File: src/rtl/uart_rx_pkg.sv
package uart_rx_pkg;
   typedef enum logic [1:0] {
      RX_IDLE  = 2'd0,
      RX_START = 2'd1,
      RX_DATA  = 2'd2,
      RX_STOP  = 2'd3
   } rx_state_e;
endpackage

File: src/rtl/rx_sync.sv
module rx_sync #(
   parameter int STAGES = 2
) (
   input  logic clk,
   input  logic rst_n,
   input  logic d,
   output logic q
);
   generate
      if (STAGES < 0) begin : g_bad
         $error("rx_sync: STAGES must not be negative");
      end
      if (STAGES == 0) begin : g_bypass
         assign q = d;
      end else begin : g_chain
         logic [STAGES-1:0] sh;
         always_ff @(posedge clk or negedge rst_n) begin
            if (!rst_n) begin
               sh <= '1;
            end else begin
               sh[0] <= d;
               for (int i = 1; i < STAGES; i++) sh[i] <= sh[i-1];
            end
         end
         assign q = sh[STAGES-1];
      end
   endgenerate
endmodule

File: src/rtl/rx_frame.sv
module rx_frame
   import uart_rx_pkg::*;
#(
   parameter int MAX_BITS = 8,
   parameter int MIN_BITS = 5,
   parameter int LEN_W    = 2,
   parameter int OSR      = 16
) (
   input  logic                clk,
   input  logic                rst_n,
   input  logic                tick,
   input  logic                rxs,
   input  logic [LEN_W-1:0]    len_sel,
   output logic                done,
   output logic [MAX_BITS-1:0] word
);
   localparam int CNT_W = $clog2(OSR);
   localparam int HALF  = OSR / 2;
   localparam int BIT_W = (MAX_BITS > 1) ? $clog2(MAX_BITS) : 1;
   localparam int NB_W  = $clog2(MAX_BITS + 1);

   generate
      if (MIN_BITS < 1 || MIN_BITS > MAX_BITS) begin : g_chk_len
         $error("rx_frame: MIN_BITS out of range");
      end
      if ((MAX_BITS - MIN_BITS + 1) > (1 << LEN_W)) begin : g_chk_sel
         $error("rx_frame: LEN_W too narrow for the length range");
      end
      if (OSR < 4 || (OSR % 2) != 0 || (1 << CNT_W) != OSR) begin : g_chk_osr
         $error("rx_frame: OSR must be a power of two of at least 4");
      end
   endgenerate

   rx_state_e            state;
   logic [CNT_W-1:0]     cnt;
   logic [BIT_W-1:0]     bitn;
   logic [NB_W-1:0]      nbits_q;
   logic [NB_W-1:0]      nb_sel;
   logic [NB_W-1:0]      shamt;
   logic [MAX_BITS-1:0]  sr;
   logic                 mid_start;
   logic                 bit_end;

   always_comb begin
      int tmp;
      tmp = MIN_BITS + int'(len_sel);
      if (tmp > MAX_BITS) nb_sel = NB_W'(MAX_BITS);
      else                nb_sel = NB_W'(tmp);
   end

   assign mid_start = tick && (cnt == CNT_W'(HALF - 1));
   assign bit_end   = tick && (cnt == CNT_W'(OSR - 1));

   always_ff @(posedge clk or negedge rst_n) begin
      if (!rst_n) begin
         state   <= RX_IDLE;
         cnt     <= '0;
         bitn    <= '0;
         nbits_q <= NB_W'(MAX_BITS);
         sr      <= '0;
      end else begin
         case (state)
            RX_IDLE: begin
               if (tick && !rxs) begin
                  state <= RX_START;
                  cnt   <= '0;
               end
            end
            RX_START: begin
               if (mid_start) begin
                  cnt     <= '0;
                  bitn    <= '0;
                  nbits_q <= nb_sel;
                  state   <= rxs ? RX_IDLE : RX_DATA;
               end else if (tick) begin
                  cnt <= cnt + CNT_W'(1);
               end
            end
            RX_DATA: begin
               if (bit_end) begin
                  cnt <= '0;
                  sr  <= {rxs, sr[MAX_BITS-1:1]};
                  if (NB_W'(bitn) == nbits_q - NB_W'(1)) state <= RX_STOP;
                  else                                   bitn  <= bitn + BIT_W'(1);
               end else if (tick) begin
                  cnt <= cnt + CNT_W'(1);
               end
            end
            RX_STOP: begin
               if (bit_end) begin
                  cnt   <= '0;
                  state <= RX_IDLE;
               end else if (tick) begin
                  cnt <= cnt + CNT_W'(1);
               end
            end
            default: state <= RX_IDLE;
         endcase
      end
   end

   assign done  = (state == RX_STOP) && bit_end;
   assign shamt = NB_W'(MAX_BITS) - nbits_q;
   assign word  = sr >> shamt;

   // a line back high at the start midpoint aborts the frame
   a_r4_false_start: assert property (@(posedge clk) disable iff (!rst_n)
      (state == RX_START && mid_start && rxs) |=> (state == RX_IDLE));

   // bit index never reaches the captured length
   a_r1_bit_bound: assert property (@(posedge clk) disable iff (!rst_n)
      (state == RX_DATA) |-> (NB_W'(bitn) < nbits_q));

   // upper bits of a delivered short character are zero
   a_r3_upper_zero: assert property (@(posedge clk) disable iff (!rst_n)
      done |-> ((word >> nbits_q) == '0));

   // delivery ends the frame
   a_r5_done_idle: assert property (@(posedge clk) disable iff (!rst_n)
      done |=> (state == RX_IDLE));
endmodule

File: src/rtl/rx_hold.sv
module rx_hold #(
   parameter int MAX_BITS = 8
) (
   input  logic                clk,
   input  logic                rst_n,
   input  logic                load,
   input  logic [MAX_BITS-1:0] din,
   input  logic                rd,
   input  logic                st_rd,
   output logic [MAX_BITS-1:0] dout,
   output logic                dr,
   output logic                ov
);
   logic ov_evt;
   assign ov_evt = load && dr && !rd;

   always_ff @(posedge clk or negedge rst_n) begin
      if (!rst_n) begin
         dout <= '0;
         dr   <= 1'b0;
         ov   <= 1'b0;
      end else begin
         if (load)    dout <= din;
         if (load)    dr   <= 1'b1;
         else if (rd) dr   <= 1'b0;
         if (ov_evt)     ov <= 1'b1;
         else if (st_rd) ov <= 1'b0;
      end
   end

   // a load publishes the character and raises the flag
   a_r6_load: assert property (@(posedge clk) disable iff (!rst_n)
      load |=> (dr && dout == $past(din)));

   // a plain read lowers the flag and keeps overrun
   a_r7_read_clears: assert property (@(posedge clk) disable iff (!rst_n)
      (rd && !load) |=> !dr);
   a_r7_ov_kept: assert property (@(posedge clk) disable iff (!rst_n)
      (rd && !st_rd && ov) |=> ov);

   // loading over an unread character flags overrun
   a_r8_overrun: assert property (@(posedge clk) disable iff (!rst_n)
      (load && dr && !rd) |=> ov);

   // status read clears overrun when no new one arrives
   a_r9_status_clears: assert property (@(posedge clk) disable iff (!rst_n)
      (st_rd && !(load && dr && !rd)) |=> !ov);

   // read colliding with load keeps the new character flagged
   a_r10_collide: assert property (@(posedge clk) disable iff (!rst_n)
      (load && rd && !st_rd) |=> (dr && ov == $past(ov)));
endmodule

File: src/rtl/uart_rx_dbuf.sv
module uart_rx_dbuf #(
   parameter int MAX_BITS    = 8,
   parameter int MIN_BITS    = 5,
   parameter int LEN_W       = 2,
   parameter int OSR         = 16,
   parameter int SYNC_STAGES = 2
) (
   input  logic                clk,
   input  logic                rst_n,
   input  logic                rxd,
   input  logic                tick16,
   input  logic [LEN_W-1:0]    char_len,
   input  logic                buf_rd,
   input  logic                stat_rd,
   output logic [MAX_BITS-1:0] rx_data,
   output logic                data_ready,
   output logic                overrun
);
   logic                rxs;
   logic                done;
   logic [MAX_BITS-1:0] word;

   rx_sync #(.STAGES(SYNC_STAGES)) u_sync (
      .clk(clk), .rst_n(rst_n), .d(rxd), .q(rxs)
   );

   rx_frame #(
      .MAX_BITS(MAX_BITS), .MIN_BITS(MIN_BITS), .LEN_W(LEN_W), .OSR(OSR)
   ) u_frame (
      .clk(clk), .rst_n(rst_n), .tick(tick16), .rxs(rxs),
      .len_sel(char_len), .done(done), .word(word)
   );

   rx_hold #(.MAX_BITS(MAX_BITS)) u_hold (
      .clk(clk), .rst_n(rst_n), .load(done), .din(word),
      .rd(buf_rd), .st_rd(stat_rd),
      .dout(rx_data), .dr(data_ready), .ov(overrun)
   );
endmodule

File: config.mk
export PLATFORM = sky130hd
export DESIGN_NAME = uart_rx_dbuf
export DESIGN_NICKNAME = d
export VERILOG_FILES = /design/src/rtl/uart_rx_pkg.sv /design/src/rtl/rx_sync.sv /design/src/rtl/rx_frame.sv /design/src/rtl/rx_hold.sv /design/src/rtl/uart_rx_dbuf.sv
export SDC_FILE = /design/constraint.sdc
export NUM_CORES = 1
export LEC_CHECK = 0
export ABC_AREA = 1
export BUFFER_PORTS_ARGS = -buffer_cell sky130_fd_sc_hd__buf_2
export CAP_MARGIN = 20
export CORE_MARGIN = 5
export CORE_UTILIZATION = 30
export CTS_CLUSTER_SIZE = 16
export DETAILED_ROUTE_END_ITERATION = 8
export SKIP_LAST_GASP = 1
export SLEW_MARGIN = 10
export SYNTH_ARGS = -nofsm -noshare
export SYNTH_HDL_FRONTEND = slang
export SYNTH_SLANG_ARGS = --single-unit
File: constraint.sdc
create_clock -name clk -period 2.84 [get_ports clk]
set_input_delay 0.284 -clock clk [delete_from_list [all_inputs] [get_ports clk]]
set_output_delay 0.284 -clock clk [all_outputs]
set_load 0.05 [all_outputs]
Word level (Yosys, flattened, before mapping). Cells that the tools add are included.

Register bits: 33. Output and inout bits: 10. Word-level logic and storage cells: 66.

$add $sub $neg: 5. Order comparisons: 1. Equal/unequal tests: 12. Shifts and indexed selects: 1. Mux-type cells: 21. Reductions and logical operators: 17.

Operators by type and width (count): greater-than comparator 32 x 5 -> 1 bit, second input constant (1); 2-to-1 mux 4 bit (5); 2-to-1 mux 2 bit (6); one-hot mux 4 bit (3 select lines) (1); inequality test 2 x 1 -> 1 bit, second input constant (5); 2-to-1 mux 3 bit (3); one-hot mux 2 bit (4 select lines) (1); right shift 8 x 4 -> 8 bit (1); logical AND 1 bit (6); one-hot mux 3 bit (2 select lines) (1); nonzero test 2 bit (3); AND reduction 5 bit (1); adder 3 x 2 -> 4 bit, first input constant (1); adder 4 x 1 -> 4 bit, second input constant (1); equality test 2 bit, second input constant (2); equality test 3 x 4 -> 1 bit (1); equality test 4 x 3 -> 1 bit, second input constant (1); equality test 4 bit, second input constant (1); 2-to-1 mux 1 bit (4); AND reduction 2 bit (2); AND reduction 4 bit (1); subtractor 4 x 1 -> 4 bit, second input constant (1); subtractor 4 bit, first input constant (1); adder 3 x 1 -> 3 bit, second input constant (1); 5 further kinds (6).

Depth between registers and ports, before layout. Gate-level depths: netlist of the first run.

Depth after elaboration: 6. Mapped depth: 11. Gate-level depth less buffers: 11.

Hierarchy. Synthesis of the first run repeated with hierarchy kept, for this count alone.

Cells, all modules: 238. Area total of the unflattened synthesis: 1858.0 µm².

By module, submodules not included: rx_frame (instances 1, cells an instance 193, area an instance 1410.1 µm²); rx_hold (instances 1, cells an instance 43, area an instance 395.4 µm²); rx_sync (instances 1, cells an instance 2, area an instance 52.6 µm²).

Worst setup path before layout of the first run. OpenSTA, ideal clock, no wires.

Path type: register -> register. Start point: register u_frame.nbits_q[0]. End point: register u_frame.bitn[0]. Setup time: 118 ps. Arrival: 1392 ps. Required time: 2722 ps. Setup slack: 1330 ps. Cell stages (with the launch flop): 11. Path buffers: 0. Cells stage by stage: dfrtp_1 > inv_2 > ha_1 > inv_1 > nand2_1 > nand2_1 > nor2_1 > nand3_1 > nand2_2 > nand3_1 > nand2_1.

Word-level cells in the longest chain between the ends: 4.

RTL lines: start: declaration (RTL line rx_frame.sv:37) `logic [NB_W-1:0] nbits_q;`; start signal: assignment (RTL line rx_frame.sv:59) `nbits_q <= NB_W'(MAX_BITS);`; start signal: assignment (RTL line rx_frame.sv:73) `nbits_q <= nb_sel;`; subtractor 4 x 1 -> 4 bit (RTL line rx_frame.sv:83) `if (NB_W'(bitn) == nbits_q - NB_W'(1)) state <= RX_STOP;`; equality test 3 x 4 -> 1 bit (RTL line rx_frame.sv:83); inequality test 2 bit (no line); AND reduction 4 bit (no line); end signal: assignment (RTL line rx_frame.sv:84) `else bitn <= bitn + BIT_W'(1);`; end: declaration (RTL line rx_frame.sv:36) `logic [BIT_W-1:0] bitn;`.

No other way between the ends. A chain may end at the register's enable or synchronous reset.

Final worst setup path of the first run. Same ends and word-level chain as after synthesis.

==> impl_metrics.toml, run 1 <==
[run_status]
status = "completed"

[grt]
antenna_found_initial = 0
grt_use_total_pct = 10.84
grt_overflow = 0
grt_max_degree = 34
grt_pass1_wl_um = 6458
first_global_vias = 1436

[clock_tree]
ctsLongestPathBuffers = 2
cts_hold_buf = 0
h-tree-depth = 2
path_clk_slew_ns = 0.07
clockRootBuffer = "clkbuf_8"
postCtsSetupRepairBufs = 0
cts_made_buffers = 5
cts_resized = 0
worstSkewPairLatency_ns = 0.29
cts_tree = "built"
cts_sinks = 33

[synth]
postSynthCellCount = 228
synth_ff_type = "dfrtp_1"
synth_area_um2 = 1792
async_flop_share_pct = 100.0
synth.distinct_cells = 30
syn_area_per_cell_um2 = 7.858
syn_nets = 242
ys_seq_area_share_pct = 46.30
synth-edff-count = 0
synth-seq-cells = 33
ys_warn_count = 0

[power_and_ir_drop]
p_leak_nw = 1.092
peakVddDrop_uv = 318.8
p_per_area_nw_per_um2 = 803.2

[floorplanning]
die_w_um = 87.28
rows = 28
dieArea_um2 = 7618
core_area_um2 = 5851
initial_utilization_pct = 30.62
die_y_um = 87.28
ios = 18

[setup_path]
reg2reg_depth = 10
worst_r2r_endpoint = "u_frame.bitn[0]$_DFFE_PN0P_"
endpoint_kind = "flop"
worstPathArrival_ns = 2.36
required_ns = 3.07
reg2reg_slack_ns = 0.71
rr_startpoint = "u_frame.nbits_q[0]$_DFFE_PN0P_"
worst-setup-path-type = "flop to flop"
cp-start-kind = "flop"
crit_fanout = 12

[timing]
rsz0062_at_grt = "no"
tightest_slew_ns = 0.7535
fin_crit_ns = 2.134
hold_violations = 0
period_share_pct = 75.14
clock.fmax_mhz = 468.6
slew_violations = 0
tns_ns = 0
slew_headroom_pct = 49.77
fin_hold_ws_ns = 0.06009
fin_skew_ns = 0.005198
setup_violations = 0

[route]
drtPass1Iterations = 4
drt-total-wl_um = 3599
ant_nets = 0
drt_iter0_markers = 93
vias = 1452
drc = 0
viasPerCell = 4.454
wl_per_cell_um = 11.04

[final_layout]
diodes = 0
nets = 264
utilization_pct = 35.16
area_growth_syn_to_layout_pct = 14.80
post-route-cell-area_um2 = 2057
layout-drive-gt1-share_pct = 17.93
fillers = 619

[worst_hold_path]
hold_path.class = "input port to asynchronous set/reset pin"

[job]
cap_violations = 0

[place]
port_buffers = 17
place_area_um2 = 1956
post-dp-hpwl_um = 2657
place_congestion = 0.8092
## cell families (layout without fill, tap and decap cells)
| group | Yosys count | after routing | synth area share [%] |
|---|---|---|---|
| AO/OA/AOI/OAI | 36 | 36 | 12.78 |
| XOR/XNOR | 3 | 3 | 1.886 |
| adder cells (fa/ha/maj) | 6 | 6 | 4.190 |
| buffers and inverters | 34 | 57 | 7.821 |
| flip-flops | 33 | 33 | 46.30 |
| AND/OR/NAND/NOR | 116 | 116 | 27.03 |
## registers in the layout (all words and copies together), names as in the netlist, named ones only
| register | count |
|---|---|
| u_frame.bitn | 3 |
| u_frame.cnt | 4 |
| u_frame.nbits_q | 4 |
| u_frame.sr | 8 |
| u_frame.state | 1 |
| u_hold.dout | 8 |
| u_hold.dr | 1 |
| u_hold.ov | 1 |
| u_sync.g_chain.sh | 2 |
## stage by stage
stage	instances	total power, mW	setup WS, ns
global route	326	1.814	0.4140
CTS	326	1.671	0.7225
detailed placement	318	1.269	0.7549
floorplan	228	1.147	1.330
finish	326	1.652	0.7061
global placement	318	1.266	0.8166
## cells in the mapped netlist (2+ instances only)
master	count	area [µm²]
nor2_2	3	18.77
o21ai_2	5	43.79
a21oi_1	2	10.01
nand2_1	81	304.0
o211ai_1	4	30.03
inv_2	2	7.510
dfrtp_1	30	750.7
o21ai_0	15	75.07
o21a_1	2	15.01
nor2_1	11	41.29
nand3_2	2	20.02
ha_1	6	75.07
inv_1	28	105.1
o22ai_1	3	18.77
dfstp_2	3	78.83
xor2_1	2	17.52
nand3_1	14	70.07
o21ai_1	3	15.01
## worst max-delay path by stage
stage / to / slack [ns] / depth (start not counted) / startpoint
final: u_frame.bitn[0]$_DFFE_PN0P_ / 0.71 / 10 / u_frame.nbits_q[0]$_DFFE_PN0P_
after floorplan: u_frame.bitn[0]$_DFFE_PN0P_ / 1.33 / 10 / u_frame.nbits_q[0]$_DFFE_PN0P_
after detailed placement: u_frame.bitn[0]$_DFFE_PN0P_ / 0.75 / 10 / u_frame.nbits_q[0]$_DFFE_PN0P_
after CTS: u_frame.bitn[0]$_DFFE_PN0P_ / 0.72 / 10 / u_frame.nbits_q[0]$_DFFE_PN0P_
after global placement: u_frame.bitn[0]$_DFFE_PN0P_ / 0.82 / 10 / u_frame.nbits_q[0]$_DFFE_PN0P_
after global routing: u_frame.bitn[2]$_DFFE_PN0P_ / 0.41 / 10 / u_frame.nbits_q[0]$_DFFE_PN0P_
## placed cells by master, fill, tap and decap left out, drive strengths merged
cell type | netlist | final
nand2 | 82 | 82
o32ai | 1 | 1
dfrtp | 30 | 30
o211ai | 4 | 4
nand3 | 16 | 16
or2 | 1 | 1
ha | 6 | 6
a21oi | 2 | 2
nor2 | 14 | 14
nand4 | 1 | 1
o22ai | 4 | 4
nor3 | 1 | 1
clkbuf | 1 | 7
o21ai | 23 | 23
inv | 30 | 30
and2 | 1 | 1
clkinv | 1 | 2
xor2 | 3 | 3
buf | 2 | 18
o21a | 2 | 2
dfstp | 3 | 3
## layer usage
layer | vias to the layer above | track usage [%] | part of all wire, %
li1 | 767 | - | -
met1 | 651 | 13.34 | 47
met2 | 27 | 17.81 | 46
met3 | 7 | 2.554 | 4.9
met4 | 0 | 5.021 | 2.1
met5 | - | 0 | 0
## layout make-up
cell class	count	area [µm²]	area share, %
timing repair buffer	18	92.59	4.501
sequential	33	829.5	40.33
multi-input combinational	161	822.0	39.96
clock buffer	7	96.34	4.684
tap	75	93.84	4.562
clock inverter	1	5.005	0.2433
inverter	31	117.6	5.718
## critical path, cell delays in order, from the launching register on
cell and delay (ns):
dfrtp_1 0.53, inv_2 0.17, ha_1 0.49, inv_1 0.18
nand2_1 0.09, nand2_1 0.05, nor2_1 0.08, nand3_1 0.21
nand2_2 0.14, nand3_1 0.07, nand2_1 0.06
## where the power goes
group          switching [mW]  leakage, nW  total [mW]  internal, mW
Combinational           0.414        0.620       0.647         0.232
Clock                   0.172       0.0542       0.391         0.219
Sequential             0.0727        0.418       0.614         0.542
No activity file was read; power rests on OpenSTA's default activity.
==> run 2: changes to the inputs <==
--- a/config.mk
+++ b/config.mk
@@ -5,7 +5,7 @@
 export SDC_FILE = /design/constraint.sdc
 export NUM_CORES = 1
 export LEC_CHECK = 0
-export ABC_AREA = 1
+export ABC_AREA = 0
 export BUFFER_PORTS_ARGS = -buffer_cell sky130_fd_sc_hd__buf_2
 export CAP_MARGIN = 20
 export CORE_MARGIN = 5
==> constraint.sdc (replaced) <==
create_clock -name clk -period 2.15 [get_ports clk]
set_input_delay 0.215 -clock clk [delete_from_list [all_inputs] [get_ports clk]]
set_output_delay 0.215 -clock clk [all_outputs]
set_load 0.05 [all_outputs]
==> impl_metrics.toml, run 2 <==
[timing]
period_share_pct = 89.37
rsz0062_at_grt = "no"
fin_skew_ns = 0.009323
fin_hold_ws_ns = -0.007173
fin_crit_ns = 1.922
slew_headroom_pct = 50.11
clock.fmax_mhz = 520.4
tightest_slew_ns = 0.7484
setup_violations = 0
tns_ns = 0
slew_violations = 0
hold_violations = 24

[clock_tree]
ctsLongestPathBuffers = 2
cts_tree = "built"
cts_hold_buf = 0
postCtsSetupRepairBufs = 0
cts_made_buffers = 5
h-tree-depth = 2
clockRootBuffer = "clkbuf_8"
cts_sinks = 33
worstSkewPairLatency_ns = 0.29
cts_resized = 0
path_clk_slew_ns = 0.07

[synth]
synth_ff_type = "dfrtp_1"
synth-edff-count = 0
ys_seq_area_share_pct = 46.20
syn_nets = 187
yosysTopAreaCellShare_pct = 41.81
ys_warn_count = 0
syn_area_per_cell_um2 = 10.38
synth.top_cells.by_count = "30 x dfrtp_1, 22 x nand2_1, 13 x o21ai_0"
synth.distinct_cells = 41
yosysMostFrequentCell = "dfrtp_1"
ys_top_cells_by_area = "dfrtp_1 42%, mux2_2 7.5%, mux2i_1 5.0%"
synth_area_um2 = 1795
yosys.area.top_type = "dfrtp_1"
synth-seq-cells = 33
postSynthCellCount = 173
async_flop_share_pct = 100.0

[setup_path]
crit_fanout = 5
required_ns = 2.31
worstPathArrival_ns = 2.08
worst_r2r_endpoint = "u_frame.bitn[2]$_DFFE_PN0P_"
reg2reg_depth = 7
worst-setup-path-type = "flop to flop"
reg2reg_slack_ns = 0.23
cp-start-kind = "flop"
endpoint_kind = "flop"
rr_startpoint = "u_frame.nbits_q[1]$_DFFE_PN0P_"

[grt]
antenna_found_initial = 0
grt_pass1_wl_um = 6003
grt_use_total_pct = 10.20
first_global_vias = 1263
grt_overflow = 0
grt_max_degree = 34

[final_layout]
nets = 206
final_common_cell = "dfrtp_1"
reg_top3 = "u_frame.sr: 8 flops, u_hold.dout: 8 flops"
area_growth_syn_to_layout_pct = 13.73
layout-drive-gt1-share_pct = 24.87
final_cell_mix = "30 x dfrtp_1, 22 x nand2_1, 17 x buf_2, 13 x o21ai_0, 12 x mux2_2"
layoutNonFillerInstCount = 268
diodes = 0

[route]
wl_per_cell_um = 12.86
ant_nets = 0
vias = 1323
viasPerCell = 4.937
drt-total-wl_um = 3446
drtPass1Iterations = 4
drt_iter0_markers = 67
drc = 0

[power_and_ir_drop]
combPwrFrac_pct = 38.8
seq_power_share_pct = 40.4
intPower_mw = 1.326
p_total_mw = 2.183
switching_share_pct = 39.27
p_switching_mw = 0.8573
peakVddDrop_uv = 339.7
p_leak_nw = 0.9273
clkPwrFrac_pct = 20.8
p_per_area_nw_per_um2 = 1069

[floorplanning]
rows = 28
die_w_um = 87.36
ios = 18
core_area_um2 = 5886
initial_utilization_pct = 30.51
die_y_um = 87.36
dieArea_um2 = 7632

[place]
post-dp-hpwl_um = 2516
place_inst = 260
port_buffers = 17
place_congestion = 0.8874

[run_status]
violations = "hold timing"
status = "finished with violations"

[worst_hold_path]
hold_path.class = "input port to asynchronous set/reset pin"

[job]
cap_violations = 0
-- run 2: cell count changes after synthesis, sizes merged, moves of 7 or more --
cell,before,now
mux2,0,12
inv,30,5
nor2,14,7
nand2,82,22
o21ai,23,14
mux2i,0,9
nand3,16,3
-- run 2: metal layers --
metal / track usage [%] / vias to the layer above / routed length, µm
met4: 5.858 / 0 / 93
met1: 13.89 / 630 / 1683
met5: 0 / - / 0
li1: - / 655 / -
met2: 14.25 / 29 / 1498
met3: 2.933 / 9 / 171
-- run 2: cells by family after synthesis --
family          Yosys count  synth area share (%)
compound gates           37                 13.80
fa+ha+maj                 6                 4.181
flops                    33                 46.20
xor+xnor                  6                 2.927
simple gates             55                 15.54
mux                      22                 13.80
buf+inv                  14                 3.553
-- run 2: worst max-delay path by stage --
| stage | from | endpoint | slack [ns] |
|---|---|---|---|
| 2_1_floorplan | u_frame.nbits_q[0]$_DFFE_PN0P_ | u_frame.bitn[2]$_DFFE_PN0P_ | 0.23 |
| 3_3_place_gp | u_frame.nbits_q[1]$_DFFE_PN0P_ | u_frame.bitn[2]$_DFFE_PN0P_ | 0.32 |
| 3_5_place_dp | u_frame.nbits_q[1]$_DFFE_PN0P_ | u_frame.bitn[2]$_DFFE_PN0P_ | 0.26 |
| 4_1_cts | u_frame.nbits_q[1]$_DFFE_PN0P_ | u_frame.bitn[2]$_DFFE_PN0P_ | 0.22 |
| 5_1_grt | u_frame.nbits_q[1]$_DFFE_PN0P_ | u_frame.bitn[2]$_DFFE_PN0P_ | 0.09 |
| 6_report | u_frame.nbits_q[1]$_DFFE_PN0P_ | u_frame.bitn[2]$_DFFE_PN0P_ | 0.23 |
-- run 2: through the flow --
stage	worst slack [ns]	hold slack, ns	instance area [µm²]	utilization [%]
4_1_cts	0.2197	0.006445	2042	34.69
2_1_floorplan	0.2298	-0.08059	1795	-
5_1_grt	0.08573	0.008439	2042	34.69
3_3_place_gp	0.3159	0.3222	1959	33.29
6_report	0.2285	-0.007173	2042	34.69
3_5_place_dp	0.2649	0.3238	1959	33.29
-- run 2: cell type report --
class,instances,area [µm²]
Clock buffer,6,72.57
Clock inverter,2,10.01
Fill cell,610,3844
Inverter,5,18.77
Multi-Input combinational cell,126,902.1
Sequential cell,33,829.5
Tap cell,75,93.84
Timing Repair Buffer,21,115.1
-- run 2: critical path: stages (launching register included) --
cell,delay (ns)
dfrtp_1,0.41
inv_1,0.08
ha_1,0.30
xnor2_1,0.17
nor4_1,0.50
a211oi_4,0.15
o21ai_1,0.10
o21ai_0,0.08
-- run 2: power groups by stage --
| stage | Sequential, mW | Combinational, mW | Clock (mW) |
|---|---|---|---|
| 2_1_floorplan | 0.809 | 0.761 | 0 |
| 3_3_place_gp | 0.894 | 0.835 | 0 |
| 3_5_place_dp | 0.895 | 0.842 | 0 |
| 4_1_cts | 0.883 | 0.847 | 0.484 |
| 5_1_grt | 0.911 | 0.949 | 0.512 |
| 6_report | 0.883 | 0.846 | 0.454 |
==> run 3: changes to the inputs <==
--- a/config.mk
+++ b/config.mk
@@ -12,6 +12,7 @@
 export CORE_UTILIZATION = 30
 export CTS_CLUSTER_SIZE = 16
 export DETAILED_ROUTE_END_ITERATION = 8
+export PLACE_DENSITY = 0.58
 export SKIP_LAST_GASP = 1
 export SLEW_MARGIN = 10
 export SYNTH_ARGS = -nofsm -noshare
==> impl_metrics.toml, run 3 (synthesized netlist as in run 2, its figures left out) <==
[clock_tree]
cts_tree = "built"
path_clk_slew_ns = 0.07
cts_made_buffers = 5
cts_hold_buf = 0
h-tree-depth = 2
cts_resized = 0
ctsLongestPathBuffers = 2
cts_sinks = 33
postCtsSetupRepairBufs = 0
clockRootBuffer = "clkbuf_8"
worstSkewPairLatency_ns = 0.28

[setup_path]
worst-setup-path-type = "flop to flop"
crit_fanout = 5
cp-start-kind = "flop"
worstPathArrival_ns = 2.06
endpoint_kind = "flop"
required_ns = 2.30

[final_layout]
layout-drive-gt1-share_pct = 25.39
reg_top3 = "u_frame.sr: 8 flops, u_hold.dout: 8 flops"
final_cell_mix = "30 x dfrtp_1, 22 x nand2_1, 17 x buf_2, 13 x o21ai_0, 12 x mux2_2"
nets = 206
area_growth_syn_to_layout_pct = 14.77
final_common_cell = "dfrtp_1"
post-route-cell-area_um2 = 2061
diodes = 0
fillers = 622
utilization_pct = 35.01

[run_status]
violations = "hold timing"
status = "finished with violations"

[timing]
setup_violations = 0
fin_hold_ws_ns = -0.01754
hold_violations = 26
fin_crit_ns = 1.902
slew_headroom_pct = 51.55
fin_skew_ns = 0.003381
rsz0062_at_grt = "no"
tns_ns = 0
setup_slack_ns = 0.2476
clock.fmax_mhz = 525.6
tightest_slew_ns = 0.7267
slew_violations = 0
period_share_pct = 88.48

[power_and_ir_drop]
p_leak_nw = 0.9366
p_per_area_nw_per_um2 = 1085
peakVddDrop_uv = 493.2

[job]
cap_violations = 0

[place]
post-dp-hpwl_um = 2508
port_buffers = 17
place_congestion = 0.8180
dp_slack_ns = 0.2557
place_area_um2 = 1959

[floorplanning]
die_w_um = 87.36
ios = 18
dieArea_um2 = 7632
initial_utilization_pct = 30.51
core_area_um2 = 5886
die_y_um = 87.36
rows = 28

[route]
ant_nets = 0
drtPass1Iterations = 4
drc = 0
vias = 1296
wl_per_cell_um = 12.70
drt_iter0_markers = 44
viasPerCell = 4.836
drt-total-wl_um = 3404

[grt]
grt_overflow = 0
first_global_vias = 1269
grt_pass1_wl_um = 5996
antenna_found_initial = 0
grt_max_degree = 34
grt_use_total_pct = 10.08

[worst_hold_path]
hold_path.class = "input port to asynchronous set/reset pin"
==> run 3: worst paths after layout <==
kind | startpoint | to | slack [ns] | depth (start not counted)
hold / removal | rst_n | u_hold.dout[3]$_DFFE_PN0P_ | -0.02 | 1
setup / recovery | u_frame.nbits_q[1]$_DFFE_PN0P_ | u_frame.bitn[2]$_DFFE_PN0P_ | 0.25 | 7
hold reg to reg | u_sync.g_chain.sh[0]$_DFF_PN1_ | u_sync.g_chain.sh[1]$_DFF_PN1_ | 0.36 | 0
setup reg to reg | u_frame.nbits_q[1]$_DFFE_PN0P_ | u_frame.bitn[2]$_DFFE_PN0P_ | 0.25 | 7
max in group asynchronous | rst_n | asynchronous set/reset pin | 1.70 | 1
min in group clk | rxd | u_sync.g_chain.sh[0]$_DFF_PN1_ | 0.03 | 1
==> run 3: worst max-delay path, cell delays in order, from the launching register on <==
cell      delay (ns)
dfrtp_1         0.39
inv_1           0.07
ha_1            0.30
xnor2_1         0.17
nor4_1          0.47
a211oi_4        0.15
o21ai_1         0.11
o21ai_0         0.10
==> run 3: layer usage <==
| metal | up-vias | GRT usage (%) | share of wire, % |
|---|---|---|---|
| li1 | 657 | - | - |
| met1 | 606 | 12.84 | 48 |
| met2 | 26 | 15.48 | 45 |
| met3 | 7 | 3.217 | 5.2 |
| met4 | 0 | 4.603 | 2.0 |
| met5 | - | 0 | 0 |
==> run 3: cell type report <==
| type | instances | area (µm²) | area share (%) |
|---|---|---|---|
| multi-input cells | 126 | 902.1 | 43.78 |
| flip-flops and latches | 33 | 829.5 | 40.25 |
| repair buffers | 21 | 115.1 | 5.586 |
| clock buffers | 7 | 96.34 | 4.675 |
| well taps | 75 | 93.84 | 4.554 |
| inverters | 5 | 18.77 | 0.9107 |
| clock inverters | 1 | 5.005 | 0.2429 |
==> run 3: report_power, final <==
group,internal [mW],leakage (nW),switching (mW)
Sequential,0.723,0.433,0.162
Clock,0.289,0.0542,0.228
Combinational,0.378,0.449,0.456
Total,1.39,0.937,0.846
==> run 3: per-stage QoR <==
step | power (mW) | instances
floorplan | 1.570 | 173
global placement | 1.724 | 260
detailed placement | 1.735 | 260
CTS | 2.274 | 268
global route | 2.425 | 268
finish | 2.236 | 268
